`src/rtl/nfs_pkg.sv`:
```
package nfs_pkg;
  typedef enum logic [1:0] {PH_IDLE, PH_PULSE, PH_RECOV} phy_state_e;
  typedef enum logic [2:0] {SQ_IDLE, SQ_CMD, SQ_POLL, SQ_CHECK, SQ_DONE} seq_state_e;
  localparam logic [15:0] UNLOCK_ADDR_A = 16'h5555;
  localparam logic [15:0] UNLOCK_ADDR_B = 16'h2AAA;
  localparam logic [7:0]  KEY_A         = 8'hAA;
  localparam logic [7:0]  KEY_B         = 8'h55;
  localparam logic [7:0]  OP_PROGRAM    = 8'hA0;
  localparam logic [7:0]  OP_ERASE_PRE  = 8'h80;
  localparam logic [7:0]  OP_ERASE_SECT = 8'h30;
  localparam int unsigned BIT_DONE      = 7;
  localparam int unsigned BIT_TIMEOUT   = 5;
endpackage

```
`src/rtl/nfs_cmd_gen.sv`:
```
module nfs_cmd_gen import nfs_pkg::*; #(
  parameter int unsigned ADDR_W = 17,
  parameter int unsigned DATA_W = 8
) (
  input  logic              erase_i,
  input  logic [2:0]        step_i,
  input  logic [ADDR_W-1:0] op_addr_i,
  input  logic [DATA_W-1:0] op_data_i,
  output logic [ADDR_W-1:0] cmd_addr_o,
  output logic [DATA_W-1:0] cmd_data_o,
  output logic              last_o
);
  localparam logic [ADDR_W-1:0] A_A = ADDR_W'(UNLOCK_ADDR_A);
  localparam logic [ADDR_W-1:0] A_B = ADDR_W'(UNLOCK_ADDR_B);

  always_comb begin
    cmd_addr_o = A_A;
    cmd_data_o = DATA_W'(KEY_A);
    last_o     = 1'b0;
    case (step_i)
      3'd0: begin cmd_addr_o = A_A; cmd_data_o = DATA_W'(KEY_A); end
      3'd1: begin cmd_addr_o = A_B; cmd_data_o = DATA_W'(KEY_B); end
      3'd2: begin
        cmd_addr_o = A_A;
        cmd_data_o = erase_i ? DATA_W'(OP_ERASE_PRE) : DATA_W'(OP_PROGRAM);
      end
      3'd3: begin
        if (erase_i) begin
          cmd_addr_o = A_A; cmd_data_o = DATA_W'(KEY_A);
        end else begin
          cmd_addr_o = op_addr_i; cmd_data_o = op_data_i; last_o = 1'b1;
        end
      end
      3'd4: begin cmd_addr_o = A_B; cmd_data_o = DATA_W'(KEY_B); end
      3'd5: begin
        cmd_addr_o = op_addr_i; cmd_data_o = DATA_W'(OP_ERASE_SECT); last_o = 1'b1;
      end
      default: begin cmd_addr_o = op_addr_i; cmd_data_o = op_data_i; last_o = 1'b1; end
    endcase
  end
endmodule

```
`src/rtl/nfs_bus_phy.sv`:
```
module nfs_bus_phy import nfs_pkg::*; #(
  parameter int unsigned ADDR_W    = 17,
  parameter int unsigned DATA_W    = 8,
  parameter int unsigned PULSE_CYC = 4
) (
  input  logic              clk_i,
  input  logic              rst_ni,
  input  logic              start_i,
  input  logic              write_i,
  input  logic [ADDR_W-1:0] addr_i,
  input  logic [DATA_W-1:0] wdata_i,
  input  logic [DATA_W-1:0] dq_i,
  output logic              ack_o,
  output logic [DATA_W-1:0] rdata_o,
  output logic [ADDR_W-1:0] addr_o,
  output logic [DATA_W-1:0] dq_o,
  output logic              dq_oe_o,
  output logic              ce_no,
  output logic              we_no,
  output logic              oe_no
);
  localparam int unsigned CNT_W = (PULSE_CYC > 1) ? $clog2(PULSE_CYC) : 1;
  localparam logic [CNT_W-1:0] CNT_LAST = CNT_W'(PULSE_CYC - 1);

  phy_state_e        st_q;
  logic [CNT_W-1:0]  cnt_q;
  logic              wr_q;
  logic [ADDR_W-1:0] addr_q;
  logic [DATA_W-1:0] wdata_q, rdata_q;

  always_ff @(posedge clk_i or negedge rst_ni) begin
    if (!rst_ni) begin
      st_q    <= PH_IDLE;
      cnt_q   <= '0;
      wr_q    <= 1'b0;
      addr_q  <= '0;
      wdata_q <= '0;
      rdata_q <= '0;
    end else begin
      case (st_q)
        PH_IDLE: if (start_i) begin
          wr_q    <= write_i;
          addr_q  <= addr_i;
          wdata_q <= wdata_i;
          cnt_q   <= '0;
          st_q    <= PH_PULSE;
        end
        PH_PULSE: begin
          if (cnt_q == CNT_LAST) begin
            if (!wr_q) rdata_q <= dq_i;  // sample at end of read pulse
            st_q <= PH_RECOV;
          end else begin
            cnt_q <= cnt_q + 1'b1;
          end
        end
        PH_RECOV: st_q <= PH_IDLE;
        default:  st_q <= PH_IDLE;
      endcase
    end
  end

  assign ack_o   = (st_q == PH_RECOV);
  assign rdata_o = rdata_q;
  assign addr_o  = addr_q;
  assign dq_o    = wdata_q;
  assign dq_oe_o = wr_q && (st_q != PH_IDLE);
  assign ce_no   = (st_q != PH_PULSE);
  assign we_no   = !((st_q == PH_PULSE) && wr_q);
  assign oe_no   = !((st_q == PH_PULSE) && !wr_q);
endmodule

```
`src/rtl/nfs_watchdog.sv`:
```
module nfs_watchdog #(
  parameter int unsigned PROG_WD_CYC  = 4000,
  parameter int unsigned ERASE_WD_CYC = 100000
) (
  input  logic clk_i,
  input  logic rst_ni,
  input  logic clear_i,
  input  logic run_i,
  input  logic erase_i,
  output logic expired_o
);
  localparam int unsigned MAX_CYC = (PROG_WD_CYC > ERASE_WD_CYC) ? PROG_WD_CYC : ERASE_WD_CYC;
  localparam int unsigned CNT_W   = $clog2(MAX_CYC + 1);

  logic [CNT_W-1:0] cnt_q;
  logic [CNT_W-1:0] limit;

  assign limit     = erase_i ? CNT_W'(ERASE_WD_CYC) : CNT_W'(PROG_WD_CYC);
  assign expired_o = (cnt_q >= limit);

  always_ff @(posedge clk_i or negedge rst_ni) begin
    if (!rst_ni)                      cnt_q <= '0;
    else if (clear_i)                 cnt_q <= '0;
    else if (run_i && !expired_o)     cnt_q <= cnt_q + 1'b1;
  end
endmodule

```
`src/rtl/nor_flash_seq.sv`:
```
module nor_flash_seq import nfs_pkg::*; #(
  parameter int unsigned ADDR_W       = 17,
  parameter int unsigned DATA_W       = 8,
  parameter int unsigned PULSE_CYC    = 4,
  parameter int unsigned PROG_WD_CYC  = 4000,
  parameter int unsigned ERASE_WD_CYC = 100000
) (
  input  logic              clk_i,
  input  logic              rst_ni,
  input  logic              req_valid_i,
  input  logic              req_erase_i,
  input  logic [ADDR_W-1:0] req_addr_i,
  input  logic [DATA_W-1:0] req_data_i,
  output logic              busy_o,
  output logic              done_o,
  output logic              error_o,
  output logic [ADDR_W-1:0] flash_addr_o,
  output logic [DATA_W-1:0] flash_dq_o,
  output logic              flash_dq_oe_o,
  input  logic [DATA_W-1:0] flash_dq_i,
  output logic              flash_ce_no,
  output logic              flash_we_no,
  output logic              flash_oe_no
);
  seq_state_e        st_q;
  logic              erase_q, err_q, inflight_q;
  logic [2:0]        step_q;
  logic [ADDR_W-1:0] addr_q;
  logic [DATA_W-1:0] data_q;

  logic [ADDR_W-1:0] cmd_addr;
  logic [DATA_W-1:0] cmd_data;
  logic              cmd_last;
  logic              phy_start, phy_ack;
  logic [DATA_W-1:0] phy_rdata;
  logic              wd_expired;
  logic              want_bus, exp_b7;
  logic              rd_match, rd_timeout;

  nfs_cmd_gen #(.ADDR_W(ADDR_W), .DATA_W(DATA_W)) i_cmd_gen (
    .erase_i    (erase_q),
    .step_i     (step_q),
    .op_addr_i  (addr_q),
    .op_data_i  (data_q),
    .cmd_addr_o (cmd_addr),
    .cmd_data_o (cmd_data),
    .last_o     (cmd_last)
  );

  assign want_bus  = (st_q == SQ_CMD) || (st_q == SQ_POLL) || (st_q == SQ_CHECK);
  assign phy_start = want_bus && !inflight_q;

  nfs_bus_phy #(.ADDR_W(ADDR_W), .DATA_W(DATA_W), .PULSE_CYC(PULSE_CYC)) i_phy (
    .clk_i   (clk_i),
    .rst_ni  (rst_ni),
    .start_i (phy_start),
    .write_i (st_q == SQ_CMD),
    .addr_i  ((st_q == SQ_CMD) ? cmd_addr : addr_q),
    .wdata_i (cmd_data),
    .dq_i    (flash_dq_i),
    .ack_o   (phy_ack),
    .rdata_o (phy_rdata),
    .addr_o  (flash_addr_o),
    .dq_o    (flash_dq_o),
    .dq_oe_o (flash_dq_oe_o),
    .ce_no   (flash_ce_no),
    .we_no   (flash_we_no),
    .oe_no   (flash_oe_no)
  );

  nfs_watchdog #(.PROG_WD_CYC(PROG_WD_CYC), .ERASE_WD_CYC(ERASE_WD_CYC)) i_wd (
    .clk_i     (clk_i),
    .rst_ni    (rst_ni),
    .clear_i   (st_q == SQ_CMD),
    .run_i     ((st_q == SQ_POLL) || (st_q == SQ_CHECK)),
    .erase_i   (erase_q),
    .expired_o (wd_expired)
  );

  // erased cells read back with bit 7 set
  assign exp_b7     = erase_q ? 1'b1 : data_q[BIT_DONE];
  assign rd_match   = (phy_rdata[BIT_DONE] == exp_b7);
  assign rd_timeout = phy_rdata[BIT_TIMEOUT];

  always_ff @(posedge clk_i or negedge rst_ni) begin
    if (!rst_ni) begin
      st_q       <= SQ_IDLE;
      erase_q    <= 1'b0;
      err_q      <= 1'b0;
      inflight_q <= 1'b0;
      step_q     <= '0;
      addr_q     <= '0;
      data_q     <= '0;
    end else begin
      if (phy_start)    inflight_q <= 1'b1;
      else if (phy_ack) inflight_q <= 1'b0;
      case (st_q)
        SQ_IDLE: if (req_valid_i) begin
          erase_q <= req_erase_i;
          addr_q  <= req_addr_i;
          data_q  <= req_data_i;
          step_q  <= '0;
          err_q   <= 1'b0;
          st_q    <= SQ_CMD;
        end
        SQ_CMD: if (phy_ack) begin
          if (cmd_last) st_q <= SQ_POLL;
          else          step_q <= step_q + 1'b1;
        end
        SQ_POLL: if (phy_ack) begin
          if (rd_match) begin
            err_q <= 1'b0;
            st_q  <= SQ_DONE;
          end else if (rd_timeout) begin
            st_q <= SQ_CHECK;
          end else if (wd_expired) begin
            err_q <= 1'b1;
            st_q  <= SQ_DONE;
          end
        end
        SQ_CHECK: if (phy_ack) begin
          err_q <= !rd_match;
          st_q  <= SQ_DONE;
        end
        SQ_DONE: st_q <= SQ_IDLE;
        default: st_q <= SQ_IDLE;
      endcase
    end
  end

  assign busy_o  = (st_q != SQ_IDLE);
  assign done_o  = (st_q == SQ_DONE);
  assign error_o = (st_q == SQ_DONE) && err_q;
endmodule

```
`config.mk`:
```
export PLATFORM = sky130hd
export DESIGN_NAME = nor_flash_seq
export DESIGN_NICKNAME = d
export VERILOG_FILES = /design/src/rtl/nfs_pkg.sv /design/src/rtl/nfs_cmd_gen.sv /design/src/rtl/nfs_bus_phy.sv /design/src/rtl/nfs_watchdog.sv /design/src/rtl/nor_flash_seq.sv
export SDC_FILE = /design/constraint.sdc
export NUM_CORES = 1
export LEC_CHECK = 0
export ABC_AREA = 1
export BUFFER_PORTS_ARGS = -buffer_cell sky130_fd_sc_hd__buf_2
export CAP_MARGIN = 25
export CORE_MARGIN = 2
export CORE_UTILIZATION = 51
export DETAILED_ROUTE_END_ITERATION = 12
export HOLD_SLACK_MARGIN = 0.03
export PLACE_DENSITY = 0.76
export SLEW_MARGIN = 20
export SYNTH_ARGS = -nofsm -noshare
export SYNTH_HDL_FRONTEND = slang
export SYNTH_SLANG_ARGS = --single-unit
```
`constraint.sdc`:
```
create_clock -name clk_i -period 1.8 [get_ports clk_i]
set_clock_uncertainty 0.1 [all_clocks]
set_input_delay 0.09 -clock clk_i [delete_from_list [all_inputs] [get_ports clk_i]]
set_output_delay 0.09 -clock clk_i [all_outputs]
set_load 0.02 [all_outputs]
```
==> reports/qor.txt, run 1 <==
Status: complete, but fails checks
Failing checks: setup timing
GRT overflow: 0
Final setup fails: 7
Total Wirelength: 10.7 mm
Cell Area, Synth: 4240 um2
Part of the cycle the worst path needs: 1.02
Final count of pins violating max slew: 0
CTS root buf: clkbuf_8
RR Startpoint: step_q[0]
Total GRT Usage: 0.234
CP max FO: 5
Worst Max-Slew Pin Slew: 363 ps
Worst-Skew Late Latency: 360 ps
Most area-hungry cell type in the Yosys netlist: dfrtp_1
Util after Layout: 0.685
CTS tree: built
Asr flop ratio synth: 1.00
Worst setup margin: -34.9 ps
Post-synthesis net count: 535
DR vias: 3844
Final hold violations: 0
Via density: 5.33
Logic pwr share: 0.508
Nets: 660
TritonCTS Buffers: 9
Post-DRT Antenna Nets: 0
Sw Ratio: 0.443
R2r setup slk: -30 ps
Reg-to-reg endpoint: i_phy.addr_o[7]
Slew headroom: 0.758
WS Path Type: flip-flop to flip-flop
F_max: 545 MHz
Synthesized flop and latch total: 83
Syn. warnings: 0
Cell count of the worst reg-to-reg path: 8
Drt first pass iters: 4
RSZ-0062 raised after global routing: true
Core ar.: 8130 um2
P_int: 4.99 mW
Area post-placement: 4850 um2
Mapped Avg Cell Area: 8.72 um2
Clock-pin slew on the worst setup and hold paths: 110 ps
Critical path startpoint category: flip-flop
Final Critical Period: 1830 ps
Most instantiated library cell after synthesis: nand2_1
FILL cells: 620
Top cell type's share of synthesized area: 0.490
Horiz. Die Dim: 95.2 um
Critical Path AT: 2010 ps
Net Switching: 3.97 mW
Post-route design area: 5570 um2
Area contributors post-synth: dfrtp_1, nand2_1, mux2_2, nor2_1, nand3_1
Hold crit path type: primary input to asynchronous set/reset pin
Clock group share of total power: 0.149
CTS max path bufs: 2
Max-cap viol count: 0
H-tree depth: 3
Sequential area share after synthesis: 0.490
Initial antenna violation count: 0
Post-DP HPWL: 7.16 mm
Reg power frac: 0.343
DR iter-0 viols: 210
Final RePlAce weighted congestion: 0.893
Row count: 33
Die Ht: 95.2 um
Remaining DRCs: 0
Port bufs: 62
Pwr per Cell Area: 1610 nW/um2
Endpoint type of the worst setup path: flip-flop
Largest net degree at the start of global routing: 38
Die area: 9060 um2
Antenna diode count: 0
EDFF count, synth: 0
Sink Count: 83
Synth Flop Type: dfrtp_1
Max VDD drop: 0.816 mV
First-pass GRT wire length: 16.5 mm
Post-synth cell types: 31
Worst hold margin: 70.8 ps
Number of global-route vias before repair: 3668
Routed len/inst: 14.9 um
Synth-to-Final Area Change: 31.3%
CP required: 1980 ps
Overall Power: 8.97 mW
Num ports: 69
Synth top cells by count: nand2_1, dfrtp_1, nor2_1, inv_1, nand3_1
Starting Density: 0.521
Leakage: 2.78 nW
Synth Instances: 486
Share of layout cells above drive strength 1: 0.294
[cells in the final DEF (no fill, tap or decap), types with 2 or more instances in the layout]
master,count
dlygate4sd3_1,29
nand3_2,3
nor2_1,48
inv_6,2
buf_2,61
inv_2,6
nor3_1,2
nor3_2,3
o21bai_1,2
buf_6,4
ha_1,7
nand4_1,13
mux2_4,6
a21oi_1,7
inv_8,2
nor2_4,3
buf_4,30
inv_1,34
nand2_1,135
o21ai_0,14
nand2_2,8
clkbuf_8,9
buf_12,2
o21ai_1,2
dfrtp_1,80
clkinvlp_4,2
xor2_1,8
o21ai_2,2
mux2_2,18
nand3_1,29
dfrtp_2,3
o21a_1,6
a2bb2oi_1,15
ha_4,4
[power groups by stage]
stage,combinational [mW],sequential (mW),clock [mW]
after floorplan,2.45,3.32,0
after global placement,3.84,3.04,0
after detailed placement,3.98,3.09,0
after CTS,4.13,3.05,1.35
after global routing,4.94,3.15,1.42
final,4.56,3.07,1.34
[cell type report]
type / count / area [um2] / area share
multi-input combinational: 349 / 2090 / 0.375
sequential: 83 / 2080 / 0.374
timing repair buffer: 126 / 906 / 0.163
inverter: 42 / 165 / 0.0297
tap: 105 / 131 / 0.0236
clock buffer: 9 / 124 / 0.0222
clock inverter: 7 / 71.3 / 0.0128
[how the worst max path moves through the flow]
| stage | slack [ps] | depth (start not counted) | endpoint | start |
|---|---|---|---|---|
| floorplan | 40 | 11 | i_wd.cnt_q[14] | erase_q |
| global placement | -180 | 9 | i_wd.cnt_q[15] | erase_q |
| CTS | -30 | 10 | i_wd.cnt_q[0] | erase_q |
| global route | -90 | 10 | st_q[1] | erase_q |
| finish | -30 | 8 | i_phy.addr_o[7] | step_q[0] |
| detailed placement | -290 | 9 | i_wd.cnt_q[0] | erase_q |
[sequential cells by signal, summed over array words and instances (netlist names), 2 cells and up]
name	flops
step_q	3
i_phy.addr_o	17
st_q	3
i_phy.cnt_q	2
i_phy.dq_o	8
i_phy.rdata_o	2
i_wd.cnt_q	17
addr_q	17
data_q	8
i_phy.st_q	2
[metal layers]
| metal | GRT usage | vias up | wire (um) |
|---|---|---|---|
| met1 | 0.298 | 1866 | 4600 |
| met4 | 0.0966 | 0 | 198 |
| li1 | - | 1848 | - |
| met2 | 0.395 | 112 | 5440 |
| met3 | 0.0372 | 18 | 475 |
| met5 | 0 | - | 0 |
[through the flow]
step                instances  setup slack (ps)  TNS [ps]
finish                    721             -34.9      -147
global route              721             -86.2     -1290
CTS                       715             -27.0     -68.9
detailed placement        669              -295     -3900
global placement          669              -176     -1600
floorplan                 486              42.1         0
[worst max-delay path, cell delays in order, from the launching register on]
cell and delay [ps]:
dfrtp_2 420, inv_1 80, ha_1 240, o21ai_2 200, nand4_1 170, nand2_1 140, buf_4 140, nand2_1 80
a2bb2oi_1 180
[timing repair]
action	4_1_cts	5_1_grt
pin swaps	1	15
hold buffers	29	0
setup buffers	1	4
gates resized for setup	9	42
gates cloned	0	2
endpoints found under the hold margin	111	0
endpoints found under the setup margin	39	43
[cell families (layout without fill, tap and decap cells)]
logic type	after synthesis	count (layout)	share of synthesized area
xor gates and xnor gates	9	9	0.0186
and+or+nand+nor	252	253	0.251
adders and majority gates	12	12	0.0354
muxes	24	24	0.0690
AOI/OAI and AO/OA	51	51	0.0800
buffers and inverters	55	184	0.0567
DFF	83	83	0.490
Power figures use the tool's default switching activity.
==> run 2, diff against run 1 <==
--- a/config.mk
+++ b/config.mk
@@ -8,11 +8,14 @@
 export ABC_AREA = 1
 export BUFFER_PORTS_ARGS = -buffer_cell sky130_fd_sc_hd__buf_2
 export CAP_MARGIN = 25
+export CELL_PAD_IN_SITES_DETAIL_PLACEMENT = 2
+export CELL_PAD_IN_SITES_GLOBAL_PLACEMENT = 2
 export CORE_MARGIN = 2
-export CORE_UTILIZATION = 51
+export CORE_UTILIZATION = 31
 export DETAILED_ROUTE_END_ITERATION = 12
 export HOLD_SLACK_MARGIN = 0.03
-export PLACE_DENSITY = 0.76
+export PLACE_DENSITY_LB_ADDON = 0.1
+export SKIP_CTS_REPAIR_TIMING = 1
 export SLEW_MARGIN = 20
 export SYNTH_ARGS = -nofsm -noshare
 export SYNTH_HDL_FRONTEND = slang
==> run 2 against run 1 <==
The flow still finishes with violations (setup timing). Combinational power up 24%. Core utilization down 22 points. Setup slack worse by 94 ps. Non-clock buffer count up 25. Total power up 19%. Die area up 61%. Maximum frequency down 4.9%.
==> reports/qor.txt, run 2 (synthesis results as in run 1) <==
Post-DRT Antenna Nets: 0
CP max-delay cell: dfrtp_2
Leakage: 3.03 nW
Worst Max-Slew Pin Slew: 493 ps
Worst hold margin: 149 ps
Drt first pass iters: 4
RR Startpoint: erase_q
Pwr per Cell Area: 1710 nW/um2
TritonCTS Buffers: 9
Crit path max-delay family: simple AND/OR/NAND/NOR gates
WP buf/inv: 3
Clock-pin slew on the worst setup and hold paths: 70 ps
Starting Density: 0.319
Die Ht: 121 um
Reg-to-reg endpoint: i_wd.cnt_q[7]
H-tree depth: 3
First-pass GRT wire length: 21.9 mm
Worst-Skew Late Latency: 350 ps
RSZ-0062 raised after global routing: true
Fin cells: 817
GRT overflow: 0
Total Wirelength: 14.7 mm
Remaining DRCs: 0
Total GRT Usage: 0.189
Area post-placement: 5090 um2
Hold crit path type: primary input to flip-flop
Die area: 14600 um2
Sink Count: 83
CP peak stage delay: 400 ps
Initial antenna violation count: 0
Port bufs: 62
Min-Delay Path Depth: 7
Via density: 4.89
Worst setup margin: -129 ps
Nets: 685
Slew headroom: 0.671
Post-route design area: 6220 um2
CP required: 1940 ps
CP Depth: 11
CTS tree: built
Horiz. Die Dim: 121 um
Final Critical Period: 1930 ps
Final RePlAce weighted congestion: 0.773
Core ar.: 13300 um2
Antenna diode count: 0
Critical Path Source: erase_q
Final hold violations: 0
FILL cells: 1442
Part of the cycle the worst path needs: 1.07
Setup TNS Final: -2610 ps
Max VDD drop: 0.639 mV
Post-DP HPWL: 9.29 mm
Row count: 42
Endpoint type of the worst setup path: flip-flop
Share of layout cells above drive strength 1: 0.388
Placed cells: 757
WS Path Type: flip-flop to flip-flop
Worst setup path end: i_wd.cnt_q[7]
Reg area: 2080 um2
Largest net degree at the start of global routing: 84
CTS max path bufs: 2
Status: complete, but fails checks
Util after Layout: 0.468
Commonest non-fill, non-tap cells in the layout: nand2_1, dfrtp_1, buf_2
Number of global-route vias before repair: 4246
DR vias: 3997
CP max FO: 5
Critical Path AT: 2070 ps
Overall Power: 10.7 mW
Area occupied by multi-input gates: 2330 um2
Num ports: 69
R2r setup slk: -130 ps
CTS root buf: clkbuf_16
Final count of pins violating max slew: 0
Critical path cell sequence: inv_4 -> buf_6 -> ha_4 -> nand2_4 -> nor3_4 -> nand3_2 -> nand3_4 -> nand2_8 -> clkbuf_16 -> nand2_2 -> nand2_1
Commonest non-fill, non-tap cell in the layout: nand2_1
Routed len/inst: 18.0 um
Place WS: -463 ps
Max-cap viol count: 0
Failing checks: setup timing
Critical path startpoint category: flip-flop
Final setup fails: 33
Cell count of the worst reg-to-reg path: 11
F_max: 519 MHz
Synth-to-Final Area Change: 46.8%
DR iter-0 viols: 107
[run 2: per-layer routing]
layer / share of wire / GRT usage
met3: 0.026 / 0.0287
met5: 0 / 0
met2: 0.55 / 0.340
met4: 0.017 / 0.0589
met1: 0.41 / 0.232
[run 2: cell type report]
class,instances,area share
Inverter,42,0.0273
Clock inverter,7,0.00945
Clock buffer,9,0.0362
Timing Repair Buffer,151,0.184
Tap cell,176,0.0354
Sequential cell,83,0.334
Multi-Input combinational cell,349,0.374
[run 2: worst min path at each step]
stage	to	slack, ps	startpoint
finish	st_q[2]	150	req_valid_i
CTS	i_wd.cnt_q[16]	-300	rst_ni
floorplan	addr_q[0]	-310	rst_ni
detailed placement	st_q[2]	70	rst_ni
global route	st_q[2]	190	req_valid_i
global placement	st_q[1]	70	rst_ni
[run 2: tightest hold or removal path, cell delays in order]
cell	delay, ps
buf_2	110
inv_1	50
nand2_1	70
nand2_1	80
nor2_2	60
nand2_1	70
nor2_1	40
[run 2: report_power, final]
group	total, mW	internal (mW)	switching, mW
logic	5.67	2.43	3.24
clock network	1.84	0.961	0.875
registers	3.16	2.61	0.557
total	10.7	6.00	4.67
